[src/rtl/hiccup_guard_pkg.sv]
package hiccup_guard_pkg;

    typedef enum logic [2:0] {
        ST_DISABLED = 3'd0,
        ST_RUN      = 3'd1,
        ST_CLAMP    = 3'd2,
        ST_HICCUP   = 3'd3,
        ST_THERM    = 3'd4
    } hg_state_e;

    // Filtered input bundle; bit order matches the conditioner vector.
    typedef struct packed {
        logic cool;
        logic hot;
        logic oc;
        logic en;
    } hg_in_s;

    localparam int HG_NIN = 4;

    function automatic logic hg_runs(hg_state_e s);
        return (s == ST_RUN) || (s == ST_CLAMP);
    endfunction

endpackage

[src/rtl/hg_tick.sv]
module hg_tick #(
    parameter int DIV = 250000
) (
    input  logic clk,
    input  logic rst,
    output logic tick
);
    localparam int CW = (DIV > 1) ? $clog2(DIV) : 1;
    localparam logic [CW-1:0] LAST = CW'(DIV - 1);

    logic [CW-1:0] cnt;

    always_ff @(posedge clk) begin
        if (rst)              cnt <= '0;
        else if (cnt == LAST) cnt <= '0;
        else                  cnt <= cnt + 1'b1;
    end

    assign tick = (cnt == LAST);
endmodule

[src/rtl/hg_cond.sv]
module hg_cond #(
    parameter int N     = 4,
    parameter int SYNC  = 2,
    parameter int DEB   = 4
) (
    input  logic         clk,
    input  logic         rst,
    input  logic [N-1:0] raw,
    output logic [N-1:0] clean
);
    for (genvar i = 0; i < N; i++) begin : g_bit
        logic [SYNC-1:0] chain;
        logic [DEB-1:0]  hist;
        logic            q;

        always_ff @(posedge clk) begin
            if (rst) begin
                chain <= '0;
                hist  <= '0;
                q     <= 1'b0;
            end else begin
                chain <= {chain[SYNC-2:0], raw[i]};
                hist  <= {hist[DEB-2:0], chain[SYNC-1]};
                if (&hist)       q <= 1'b1;
                else if (~|hist) q <= 1'b0;
            end
        end

        assign clean[i] = q;
    end
endmodule

[src/rtl/hiccup_guard.sv]
module hiccup_guard
    import hiccup_guard_pkg::*;
#(
    parameter int CLK_PER_MS = 250000,
    parameter int CLAMP_MS   = 4,
    parameter int OFF_MS     = 128,
    parameter int SYNC_FF    = 2,
    parameter int DEB_LEN    = 4
) (
    input  logic clk,
    input  logic rst,
    input  logic en_pin,
    input  logic oc_in,
    input  logic ot_trip_in,
    input  logic ot_cool_in,
    input  logic regctl_on,
    input  logic status_rd,
    output logic run_en,
    output logic out_pull_low,
    output logic oc_event,
    output logic ot_event,
    output logic fault_latched
);
    localparam int TMAX = (OFF_MS > CLAMP_MS) ? OFF_MS : CLAMP_MS;
    localparam int TW   = $clog2(TMAX + 1);
    localparam logic [TW-1:0] CLAMP_LAST = TW'(CLAMP_MS - 1);
    localparam logic [TW-1:0] OFF_LAST   = TW'(OFF_MS - 1);

    logic [HG_NIN-1:0] raw_vec, clean_vec;
    hg_in_s            c;
    logic              tick;

    assign raw_vec = {ot_cool_in, ot_trip_in, oc_in, en_pin};

    hg_cond #(.N(HG_NIN), .SYNC(SYNC_FF), .DEB(DEB_LEN)) u_cond (
        .clk   (clk),
        .rst   (rst),
        .raw   (raw_vec),
        .clean (clean_vec)
    );

    hg_tick #(.DIV(CLK_PER_MS)) u_tick (
        .clk  (clk),
        .rst  (rst),
        .tick (tick)
    );

    assign c = hg_in_s'(clean_vec);

    hg_state_e     state, nxt;
    logic [TW-1:0] tmr;
    logic          oc_nxt, ot_nxt;
    logic          en_prev;

    // Next-state: enable pin first, thermal second, then hiccup sequencing.
    always_comb begin
        nxt    = state;
        oc_nxt = 1'b0;
        ot_nxt = 1'b0;
        if (!c.en) begin
            nxt = ST_DISABLED;
        end else if (c.hot && state != ST_THERM) begin
            nxt    = ST_THERM;
            ot_nxt = 1'b1;
        end else begin
            case (state)
                ST_DISABLED: nxt = ST_RUN;
                ST_RUN:      if (c.oc) nxt = ST_CLAMP;
                ST_CLAMP: begin
                    if (!c.oc) begin
                        nxt = ST_RUN;
                    end else if (tick && tmr == CLAMP_LAST) begin
                        nxt    = ST_HICCUP;
                        oc_nxt = 1'b1;
                    end
                end
                ST_HICCUP:   if (tick && tmr == OFF_LAST) nxt = ST_RUN;
                ST_THERM:    if (c.cool && !c.hot) nxt = ST_RUN;
                default:     nxt = ST_DISABLED;
            endcase
        end
    end

    always_ff @(posedge clk) begin
        if (rst) begin
            state    <= ST_DISABLED;
            tmr      <= '0;
            oc_event <= 1'b0;
            ot_event <= 1'b0;
            en_prev  <= 1'b0;
        end else begin
            state    <= nxt;
            oc_event <= oc_nxt;
            ot_event <= ot_nxt;
            en_prev  <= c.en;
            if (nxt != state) tmr <= '0;
            else if (tick)    tmr <= tmr + 1'b1;
        end
    end

    // Latched fault: a new event wins over any clear request.
    logic clr_req;
    assign clr_req = regctl_on ? status_rd : (c.en && !en_prev);

    always_ff @(posedge clk) begin
        if (rst)                   fault_latched <= 1'b0;
        else if (oc_nxt || ot_nxt) fault_latched <= 1'b1;
        else if (clr_req)          fault_latched <= 1'b0;
    end

    assign run_en       = hg_runs(state);
    assign out_pull_low = (state == ST_DISABLED);
endmodule

[config.mk]
export PLATFORM = sky130hd
export DESIGN_NAME = hiccup_guard
export DESIGN_NICKNAME = d
export VERILOG_FILES = /design/src/rtl/hiccup_guard_pkg.sv /design/src/rtl/hg_tick.sv /design/src/rtl/hg_cond.sv /design/src/rtl/hiccup_guard.sv
export SDC_FILE = /design/constraint.sdc
export NUM_CORES = 1
export LEC_CHECK = 0
export CORE_ASPECT_RATIO = 1.5
export CORE_MARGIN = 2
export CORE_UTILIZATION = 57
export DETAILED_ROUTE_END_ITERATION = 10
export PLACE_DENSITY = 0.82
export SYNTH_ARGS = -nofsm -noshare
export SYNTH_HDL_FRONTEND = slang
export SYNTH_SLANG_ARGS = --single-unit
[constraint.sdc]
create_clock -name clk -period 3.15 [get_ports clk]
set_clock_uncertainty 0.15 [all_clocks]
set_input_delay 0.4725 -clock clk [delete_from_list [all_inputs] [get_ports clk]]
set_output_delay 0.4725 -clock clk [all_outputs]
set_load 0.02 [all_outputs]
==> results.md, run 1 <==
- The first TritonRoute pass finished after 4 iterations.
- The final hold violation count is 0.
- The setup TNS after final layout is 0 ns.
- In this run the clock root is driven by a sky130_fd_sc_hd__clkbuf_8.
- The post-route cell area is about 2800 um2.
- Sequential cells were found to cover 50.05% of the synthesized design area.
- The detailed router placed ~1900 vias in this run.
- Among cell families on the critical path, the largest total delay comes from simple AND/OR/NAND/NOR gates.
- The die is 84.13 um tall.
- The clock passes through at most 2 buffers.
- The final worst-path cycle share is between 70% and 80%.
- The remaining routing DRC violations is 0.
- From left edge to right edge, the die measures between 50 and 60 um.
- The type of element capturing the critical path is a register.
- The reg-to-reg critical path startpoint is state[1].
- The wire length after detailed routing is 4409 um.
- The run finished with clean final reports.
- On the worst path, the slowest cell contributes a delay of 0.50 ns.
- The number of cells upsized or downsized after cts is 0.
- After floorplanning, the core was sized to cover approximately 4200 um2.
- In this run the cell area of the synthesized design comes to around 2400 um2.
- The H-tree level count is 3.
- The largest driver fanout on the critical path is 9.
- Counting I/O delays and the setup requirement, the final critical path takes around 2.5 ns.
- Setup violations remaining at the end of the flow were counted as 0.
- The synthesized design contains 0 enable-type register cells.
- Final hold analysis gives a worst-case slack of ~0.29 ns.
- Global routing consumed, over all layers together, 20.46% of the routing resources.
- The congestion estimate from routability-driven global placement came to between 0.8 and 0.9.
- The number of buffers inserted during clock tree synthesis is 9.
- The critical path class is register to register.
- After clock tree synthesis, the clock-pin slew on the worst setup and hold paths is ~0.07 ns.
- The max-slew violation count is 0.
- The flop and latch count out of synthesis is 61.
- The number of placed instances, taps included is 311.
- The utilization of the core after routing is 67.80%.
- The number of warnings issued by yosys is 0.
- The number of routed nets with antenna violations is 0.
- The initial antenna violation count is 0.
- The cell type of the slowest stage on the worst timing path is sky130_fd_sc_hd__or4_1.
- The number of buffers inserted to repair setup after CTS is 0.
- The global route total overflow is 0.
- For this configuration, the core starts out at a cell density of roughly 60%.
- The fill cell total of the finished layout is ~330.
- After layout, the design draws a total of between 1.5 and 2 mW.
- The antenna diode instance count is 0.
- Summed over all cells, the static leakage comes to roughly 1.0 nW.
- Traced cell by cell, the critical path runs through or4b_1 > or4_1 > or3_4 > a21oi_4 > nor3_1.
- Setup repair after global routing left no endpoint under its margin.
- The main flop type after synthesis is sky130_fd_sc_hd__dfxtp_1.
- The number of buffers and inverters on the critical path is 0.
- The number of port buffers is 12.
- At the worst endpoint, the required time is between 3 and 4 ns.
- The tool flagged a number of max-cap violations equal to 0.
- The maximum number of pins on one net before global-route repair is 33.
- For the pin with the worst max-slew slack, the measured transition is between 0.4 and 0.5 ns.
- The post-synthesis cell count is ~260.
- The worst vdd rail ir drop is approximately 0.64 mV.
- From synthesis to final layout, the design area changed by 15.95%.
- The worst setup margin is roughly 0.68 ns.
- The initial DRC count is 57.
- The total clock sinks is 61.
- A synthesized cell averages ~9.3 um2.
- In the final routed layout, each cell accounts on average for 13.48 um.
- Leaving out filler cells and counting taps, the final layout contains ~330.
- The insertion delay to the later sink of the worst-skew pair is roughly 0.34 ns.
- The via count of the first global-routing pass is about 1800.
- In this run the core area contains 29 standard-cell rows.
- The worst pin sits at a relative slew slack of between 70 and 80%.
- In this run the cell area measured after placement is ~2600 um2.
- 13 I/O pins were placed.
- The ratio of cells with drive above 1 in the final layout is between 8 and 9%.
- The type of the tightest min-delay check is register to register.
- The cts-stage hold buffer count is 0.
- The number of nets in the synthesized netlist is roughly 270.
- The share of flip-flops with an asynchronous set or reset is 0%.
- The global-route wire length before repair is 7665 um.
- Data arrives at the worst endpoint at 2.55 ns.
- The worst min-delay path startpoint is u_cond.g_bit[0].chain[1].
- The via count normalized by instance count is 5.746.
- The worst setup path is launched from a register.
- After the last flow step, the layout net total stands at around 290.
- After synthesis, the netlist uses 38 different library cells.
- TritonCTS built the clock tree.
- The die covers around 4800 um2.
- The HPWL after detailed placement is 3006 um.
- Based on the critical path, the design can be clocked at up to between 400 and 500 MHz.
- The worst setup slack before clock tree synthesis is just over 0.7 ns.
- The origin of the worst setup path is state[1].
- In this run the power density over the cells is 581.7 nW/um2.
registers in the layout, summed over array words and instances, names as in the netlist:
| name | cells |
|---|---|
| state | 3 |
| tmr | 8 |
| u_cond.g_bit.chain | 8 |
| u_cond.g_bit.q | 4 |
| ot_event | 1 |
| oc_event | 1 |
| u_cond.g_bit.hist | 16 |
| fault_latched | 1 |
| en_prev | 1 |
| u_tick.cnt | 18 |
area by class of cell:
type / instances / area [um2] / area share, %
multi-input cells: 182 / 1146 / 40.51
inverters: 8 / 30.03 / 1.061
repair buffers: 14 / 135.1 / 4.777
clock buffers: 10 / 127.6 / 4.511
well taps: 46 / 57.56 / 2.035
flip-flops and latches: 61 / 1221 / 43.17
clock inverters: 6 / 111.4 / 3.936
synthesized netlist by cell type, drive strengths merged (2+ instances only):
cell	count	share of area, %
nor3	14	2.9
or4	2	0.62
xnor2	14	5.0
nor2b	27	6.9
or2	3	0.77
dfxtp	61	50
a21oi	8	2.1
ha	2	1.0
and2	2	0.51
o21ai	7	1.4
inv	8	1.2
buf	2	0.51
nand2	13	2.0
nand4	5	1.3
clkbuf	8	1.2
and4	4	1.4
nand3	11	2.3
nor4	6	1.5
nor2	23	3.5
nand2b	3	0.77
o31ai	4	1.2
xor2	10	3.6
and3	11	2.8
metal layers:
layer / part of all wire (%) / up-vias / GRT usage (%)
met5: 0 / - / 0
met4: 3.6 / 0 / 14.38
met3: 3.7 / 15 / 4.160
met2: 51 / 39 / 34.40
met1: 41 / 888 / 22.25
li1: - / 937 / -
cell families after synthesis:
group           share of synthesized area, %
compound gates                         7.949
xor+xnor                               8.615
fa+ha+maj                              1.025
buf+inv                                2.974
flops                                  50.05
mux                                   0.4103
simple gates                           28.97
where the power goes:
group	internal [mW]	switching, mW	leakage [nW]
logic	0.0182	0.0169	0.433
clock network	0.525	0.298	0.116
registers	0.782	0.00523	0.494
cells in the final DEF (no fill, tap or decap), drive strengths merged, types with 3 or more instances in the layout:
| cell | count |
|---|---|
| nor2b | 27 |
| nand3 | 11 |
| nand2 | 13 |
| clkdlybuf4s50 | 12 |
| a21oi | 8 |
| dfxtp | 61 |
| nor3 | 14 |
| nand4 | 5 |
| and4 | 4 |
| clkbuf | 10 |
| or2 | 3 |
| nor4 | 6 |
| bufinv | 3 |
| nor2 | 23 |
| inv | 8 |
| o31ai | 4 |
| o21ai | 7 |
| nand2b | 3 |
| and3 | 11 |
| xor2 | 10 |
| xnor2 | 14 |
worst paths after layout:
check	to	slack [ns]	depth (start not counted)
max	tmr[5]	0.68	5
min	u_cond.g_bit[0].hist[0]	0.29	1
max reg2reg	tmr[5]	0.68	5
min reg2reg	u_cond.g_bit[0].hist[0]	0.29	1
Note: power is estimated with default switching activity, not from simulation.
==> inputs of run 2 (changes only) <==
CORE_UTILIZATION = 52   (was 57)
PLACE_DENSITY = 0.79   (was 0.82)
clock period = 2.1 ns   (was 3.15 ns; I/O delays follow)
==> run 2 against run 1 <==
The run now ends with negative setup slack left. Design area is 9.0% higher. Via count grew 3.9%. Hold slack lost 0.0032 ns. Clock power up 37%. Final cell count rose by 9.5%. Utilization increased by 0.68 points. Wire length up 14%. Non-clock buffer count rose by 30.
==> results.md, run 2 (same netlist as run 1, synthesis figures left out) <==
- Status: finished with violations (was complete, no violations).
- The checks that failed: negative setup slack.
- The worst vdd rail ir drop is 0.6315 mV (was 0.6422 mV).
- The total cell area at the placement stage is 2823 um2 (was 2590 um2).
- The via count of the first global-routing pass came to 1864 (was 1796).
- The post-route cell area came to 3084 um2 (was 2829 um2).
- The critical path class is register to register (unchanged).
- The type of the tightest min-delay check is register to register (unchanged).
- The number of detailed-routing iterations run before antenna repair is 4 (unchanged).
- The minimum period implied by the final worst setup slack is 2.300 ns (was 2.475 ns).
- The core outline area is 4504 um2 (was 4173 um2).
- The total clock sinks is 61 (unchanged).
- The CTS clock-pin slew for the worst setup and hold paths is 0.07 ns (about the same).
- The floorplan die height is 87.89 um (was 84.13 um).
- The max-slew headroom at the worst pin is 68.94% (was 72.46%).
- The final hold violation count was 0 (unchanged).
- The register containing the most flip-flops in the final layout is u_tick.cnt (unchanged).
- The number of flip-flops in the largest register is 18 (unchanged).
- The global-route wire length before repair came to 8135 um (was 7665 um).
- The fill cell total of the finished layout was 354 (was 332).
- The wire length after detailed routing is 5027 um (was 4409 um).
- The layout-stage area growth over the synthesis result is 26.41% (was 15.95%).
- The count of nets after finishing is 316 (was 286).
- The via count normalized by instance count is 5.455 (was 5.746).
- Most frequent cells in the layout: sky130_fd_sc_hd__dfxtp_1 (59), sky130_fd_sc_hd__buf_4 (32), sky130_fd_sc_hd__nor2b_1 (27), sky130_fd_sc_hd__nor2_1 (22), sky130_fd_sc_hd__xnor2_1 (14) (was sky130_fd_sc_hd__dfxtp_1 (61), sky130_fd_sc_hd__nor2b_1 (27), sky130_fd_sc_hd__nor2_1 (23), sky130_fd_sc_hd__xnor2_1 (14), sky130_fd_sc_hd__nor3_1 (14)).
- The starting density of the core is 54.17% (was 58.47%).
- The initial DRC count is 85 (was 57).
- The die span in x is 59.93 um (was 57.42 um).
- The antenna diode instance count came to 0 (unchanged).
- The overall track demand over capacity in global routing is 21.28% (was 20.46%).
- The data required time at the worst endpoint is 2.23 ns (was 3.22 ns).
- The type of element capturing the critical path is a register (unchanged).
- The detailed-route via count is 1953 (was 1879).
- The final worst-path cycle share is 109.5% (was 78.56%).
- The number of buffers inserted during clock tree synthesis was 9 (unchanged).
- The leading cell type in the layout, fill and taps excluded is sky130_fd_sc_hd__dfxtp_1 (unchanged).
- The setup TNS after final layout is -1.601 ns (was 0 ns).
- The die footprint is 5267 um2 (was 4831 um2).
- The total leakage power is 1.225 nW (was 1.043 nW).
- The largest driver fanout on the critical path was 2 (was 9).
- The achievable frequency is 434.7 MHz (was 404.1 MHz).
- The origin of the worst setup path is tmr[4] (was state[1]).
- The cell at the root of the clock tree is sky130_fd_sc_hd__clkbuf_8 (unchanged).
- The cts-stage hold buffer count is 0 (unchanged).
- The hold slack is 0.2850 ns (was 0.2881 ns).
- The worst reg2reg path endpoint is fault_latched (was tmr[5]).
- The placer's final routability congestion estimate is 0.8749 (was 0.8730).
- The count of max-cap constraint violations is 0 (unchanged).
- The H-tree level count is 3 (unchanged).
- The number of rows created at floorplan is 30 (was 29).
- The ratio of cells with drive above 1 in the final layout is 19.68% (was 8.185%).
- The reg-to-reg critical path startpoint is tmr[4] (was state[1]).
- The depth of the worst register-to-register path came to 7 (was 5).
- The power per standard cell area is 768.6 nW/um2 (was 581.7 nW/um2).
- The critical path launch point type is a register (unchanged).
- The number of primary I/O pins is 13 (unchanged).
- The max-slew violation count is 0 (unchanged).
- The worst setup margin was -0.2003 ns (was 0.6754 ns).
- The largest buffer count on any clock path was 2 (unchanged).
- The count of final setup violators was 11 (was 0).
- The arrival time at the worst endpoint is 2.43 ns (was 2.55 ns).
- The average wire per standard cell is 14.04 um (was 13.48 um).
- The insertion delay to the later sink of the worst-skew pair is 0.34 ns (about the same).
- Largest registers ranked by flip-flop count: u_tick.cnt x18, u_cond.g_bit.hist x16 (unchanged).
- The number of routed nets with antenna violations is 0 (unchanged).
- The maximum number of pins on one net before global-route repair is 32 (was 33).
- The number of port buffers is 12 (unchanged).
- The worst-margin pin slew was 0.4659 ns (was 0.4094 ns).
- The remaining routing DRC violations is 0 (unchanged).
- The end of the critical path is fault_latched (was tmr[5]).
- The worst min-delay path startpoint is u_cond.g_bit[3].chain[1] (was u_cond.g_bit[0].chain[1]).
- The global route total overflow is 0 (unchanged).
- Unrepaired setup endpoints after global routing: yes (was no).
- The TritonCTS clock tree is built (unchanged).
- The initial antenna violation count is 0 (unchanged).
- The utilization of the core after routing came to 68.47% (was 67.80%).
- The worst setup slack for register-to-register paths is -0.20 ns (was 0.68 ns).
- The HPWL after detailed placement is 3353 um (was 3006 um).
[run 2: power breakdown]
part           leakage [nW]  switching, mW  total [mW]  internal (mW)
Clock                 0.105          0.438        1.13          0.692
Sequential            0.495        0.00667        1.18           1.17
Combinational         0.625         0.0282      0.0600         0.0317
[run 2: final cells by class]
class	count	area [um2]	share of cell area (%)
clock buffer	11	141.4	4.584
clock inverter	4	72.57	2.353
inverter	8	30.03	0.9736
multi-input combinational	182	1199	38.86
sequential	61	1224	39.68
tap	48	60.06	1.947
timing repair buffer	44	357.8	11.60
[run 2: how the worst min path moves through the flow]
stage	slack, ns	cells past startpoint	end
final	0.28	1	u_cond.g_bit[3].hist[0]
after global routing	0.31	1	u_cond.g_bit[1].hist[0]
after CTS	0.29	1	u_tick.cnt[0]
after detailed placement	0.28	1	u_cond.g_bit[0].chain[1]
after global placement	0.27	1	u_cond.g_bit[2].hist[0]
after floorplan	0.26	1	u_tick.cnt[0]
[run 2: critical path: stages, from the launching register on]
cell and delay [ns]:
sky130_fd_sc_hd__dfxtp_2 0.32, sky130_fd_sc_hd__or4b_1 0.52, sky130_fd_sc_hd__or4_4 0.44, sky130_fd_sc_hd__buf_4 0.16, sky130_fd_sc_hd__nor4_4 0.32, sky130_fd_sc_hd__buf_4 0.17
sky130_fd_sc_hd__o21ai_2 0.04, sky130_fd_sc_hd__a21oi_1 0.11
[run 2: through the flow]
| stage | instances | worst slack, ns | total power [mW] |
|---|---|---|---|
| 6_report | 358 | -0.2003 | 2.371 |
| 5_1_grt | 358 | -0.2580 | 2.447 |
| 4_1_cts | 357 | -0.1663 | 2.383 |
| 3_5_place_dp | 341 | -0.1130 | 1.266 |
| 3_3_place_gp | 341 | -0.08383 | 1.263 |
| 2_1_floorplan | 261 | -0.02281 | 1.237 |
[run 2: repair_timing]
item                                    in CTS  in global routing
resized for setup                            5                  5
endpoints found under the setup margin      13                 11
buffers inserted                             1                  1
pin swaps                                    3                  3
[run 2: metal layers]
metal	global-route usage [%]	part of all wire, %	vias to the layer above
li1	-	-	992
met1	22.82	42	903
met2	34.49	51	45
met3	6.499	3.7	13
met4	15.35	3.2	0
met5	0	0	-
==> inputs of run 3 (changes only) <==
ABC_AREA = 0   (was default)
TNS_END_PERCENT = 50   (was default)
==> run 3 against run 2 <==
First-iteration DRC count down 5.9%. Via count down 0.56%. Global-route usage down 0.12 points. Die area unchanged. Power down 0.25%. Sequential power about the same. Design area down 0.97%. Worst setup slack better by 0.037 ns. The run still ends with negative setup slack left. Critical path type unchanged.
==> results.md, run 3 (same netlist as run 1, synthesis figures left out) <==
- The floorplan die height is 87.89 um (unchanged).
- The initial DRC count is 80 (was 85).
- The type of the tightest min-delay check is register to register (unchanged).
- The number of routed nets with antenna violations is 0 (unchanged).
- The worst setup margin is -0.1637 ns (was -0.2003 ns).
- The hold slack was 0.2861 ns (was 0.2850 ns).
- The worst-margin pin slew is 0.4099 ns (was 0.4659 ns).
- The depth of the worst register-to-register path is 5 (was 7).
- The reg-to-reg critical path startpoint is tmr[4] (unchanged).
- The register containing the most flip-flops in the final layout is u_tick.cnt (unchanged).
- The via count of the first global-routing pass is 1828 (was 1864).
- The cts-stage hold buffer count was 0 (unchanged).
- The worst reg2reg path endpoint is tmr[0] (was fault_latched).
- The worst vdd rail ir drop came to 0.6307 mV (was 0.6315 mV).
- The TritonCTS clock tree is built (unchanged).
- The maximum number of pins on one net before global-route repair is 32 (unchanged).
- The number of port buffers is 12 (unchanged).
- The wire length after detailed routing is 4914 um (was 5027 um).
- The minimum period implied by the final worst setup slack is 2.264 ns (was 2.300 ns).
- The critical path class is register to register (unchanged).
- The average wire per standard cell is 13.80 um (was 14.04 um).
- The type of element capturing the critical path was a register (unchanged).
- Unrepaired setup endpoints after global routing: yes (unchanged).
- The cell type of the slowest stage on the worst timing path is sky130_fd_sc_hd__or4b_1 (unchanged).
- The cell at the root of the clock tree was sky130_fd_sc_hd__clkbuf_8 (unchanged).
- The fill cell total of the finished layout was 358 (was 354).
- The worst hold path cell count is 1 (unchanged).
- The die footprint came to 5267 um2 (unchanged).
- The die span in x is 59.93 um (unchanged).
- The global-route wire length before repair is 8073 um (was 8135 um).
- The final hold violation count is 0 (unchanged).
- The arrival time at the worst endpoint came to 2.33 ns (was 2.43 ns).
- The insertion delay to the later sink of the worst-skew pair came to 0.34 ns (about the same).
- The achievable frequency came to 441.8 MHz (was 434.7 MHz).
- The H-tree level count is 3 (unchanged).
- The total clock sinks is 61 (unchanged).
- The overall track demand over capacity in global routing was 21.16% (was 21.28%).
- The placer's final routability congestion estimate is 0.8749 (unchanged).
- Largest registers ranked by flip-flop count: u_tick.cnt x18, u_cond.g_bit.hist x16 (unchanged).
- The worst setup slack for register-to-register paths is -0.16 ns (was -0.20 ns).
- Status: finished with violations (unchanged).
- The power per standard cell area is 774.2 nW/um2 (was 768.6 nW/um2).
- The number of primary I/O pins was 13 (unchanged).
- The data required time at the worst endpoint was 2.16 ns (was 2.23 ns).
- The filler-free cell count of the finished design is 356 (was 358).
- The largest buffer count on any clock path is 2 (unchanged).
- The number of buffers inserted to repair setup after CTS is 0 (was 1).
- The origin of the worst setup path is tmr[4] (unchanged).
- The worst min-delay path startpoint was u_cond.g_bit[3].chain[1] (unchanged).
- The initial antenna violation count is 0 (unchanged).
- The number of placed instances, taps included came to 341 (unchanged).
- The final worst-path cycle share came to 107.8% (was 109.5%).
- The total leakage power came to 1.195 nW (was 1.225 nW).
- The total power consumption of the routed design was 2.365 mW (was 2.371 mW).
- The HPWL after detailed placement is 3353 um (unchanged).
- The CTS clock-pin slew for the worst setup and hold paths is 0.07 ns (about the same).
- The leading cell type in the layout, fill and taps excluded is sky130_fd_sc_hd__dfxtp_1 (unchanged).
- The delay of the slowest critical-path stage came to 0.52 ns (about the same).
- Failing checks: negative setup slack (unchanged).
- Ordered list of cells on the worst path: or4b_1 > or4_4 > or3_4 > a21oi_4 > nor3_1 (was or4b_1 > or4_4 > buf_4 > nor4_4 > buf_4 > o21ai_2 > a21oi_1).
- The core outline area is 4504 um2 (unchanged).
- The via count normalized by instance count is 5.455 (about the same).
- The area occupied by multi-input gates was 1185 um2 (was 1199 um2).
- The end of the worst hold path is u_cond.g_bit[3].hist[0] (unchanged).
- The count of nets after finishing came to 314 (was 316).
- The remaining routing DRC violations is 0 (unchanged).
- The largest driver fanout on the critical path is 8 (was 2).
- The number of detailed-routing iterations run before antenna repair is 5 (was 4).
- The number of buffers inserted during clock tree synthesis was 9 (unchanged).
- The max-slew headroom at the worst pin is 72.67% (was 68.94%).
- The layout-stage area growth over the synthesis result is 25.18% (was 26.41%).
- The count of final setup violators is 11 (unchanged).
- The ratio of cells with drive above 1 in the final layout is 18.51% (was 19.68%).
- The detailed-route via count was 1942 (was 1953).
- The antenna diode instance count is 0 (unchanged).
- The critical path launch point type is a register (unchanged).
- The starting density of the core was 54.17% (unchanged).
- The register area is 1222 um2 (was 1224 um2).
- The global route total overflow is 0 (unchanged).
- The count of max-cap constraint violations was 0 (unchanged).
- Most frequent cells in the layout: sky130_fd_sc_hd__dfxtp_1 (60), sky130_fd_sc_hd__buf_4 (30), sky130_fd_sc_hd__nor2b_1 (27), sky130_fd_sc_hd__nor2_1 (22), sky130_fd_sc_hd__xnor2_1 (14) (was sky130_fd_sc_hd__dfxtp_1 (59), sky130_fd_sc_hd__buf_4 (32), sky130_fd_sc_hd__nor2b_1 (27), sky130_fd_sc_hd__nor2_1 (22), sky130_fd_sc_hd__xnor2_1 (14)).
- The number of flip-flops in the largest register is 18 (unchanged).
- The number of rows created at floorplan is 30 (unchanged).
- The max-slew violation count is 0 (unchanged).
[run 3: stage by stage]
| step | util, % | setup slack [ns] | cell area [um2] | setup TNS, ns |
|---|---|---|---|---|
| 6_report | 67.81 | -0.1637 | 3054 | -1.441 |
| 5_1_grt | 67.81 | -0.2369 | 3054 | -2.246 |
| 4_1_cts | 67.58 | -0.1669 | 3044 | -1.328 |
| 3_5_place_dp | 62.67 | -0.1130 | 2823 | -0.9380 |
| 3_3_place_gp | 62.67 | -0.08383 | 2823 | -0.5266 |
| 2_1_floorplan | - | -0.02281 | 2464 | -0.1825 |
[run 3: critical path, delay by kind of cell, from the launching register on]
family	cells	cell delay [ns]
compound gates	1	0.27
flops	1	0.31
simple gates	4	1.40
[run 3: timing repair]
item                       CTS  global route
resized for setup            4             2
setup endpoints to repair   13            11
pin swaps                    1             1
[run 3: final cells by class]
type                       count  share of cell area [%]
tap                           48                   1.966
clock inverter                 4                   2.376
sequential                    61                   40.02
inverter                       8                  0.9832
timing repair buffer          42                   11.22
multi-input combinational    182                   38.80
clock buffer                  11                   4.629
[run 3: worst max-delay path by stage]
stage	to	slack, ns	cells after the start
final	tmr[0]	-0.16	5
after detailed placement	tmr[1]	-0.11	5
after floorplan	tmr[0]	-0.02	6
after global placement	fault_latched	-0.08	6
after CTS	tmr[1]	-0.17	5
after global routing	tmr[4]	-0.24	5
[run 3: metal layers]
metal  global-route usage (%)  up-vias  part of all wire, %
met4                    15.15        0                  3.0
met3                    6.352       13                  3.0
li1                         -      989                    -
met2                    34.19       35                   52
met5                        0        -                    0
met1                    22.91      905                   42
[run 3: where the power goes]
part | switching, mW | internal (mW)
Sequential | 0.00665 | 1.17
Clock | 0.432 | 0.692
Combinational | 0.0282 | 0.0317
Total | 0.467 | 1.90
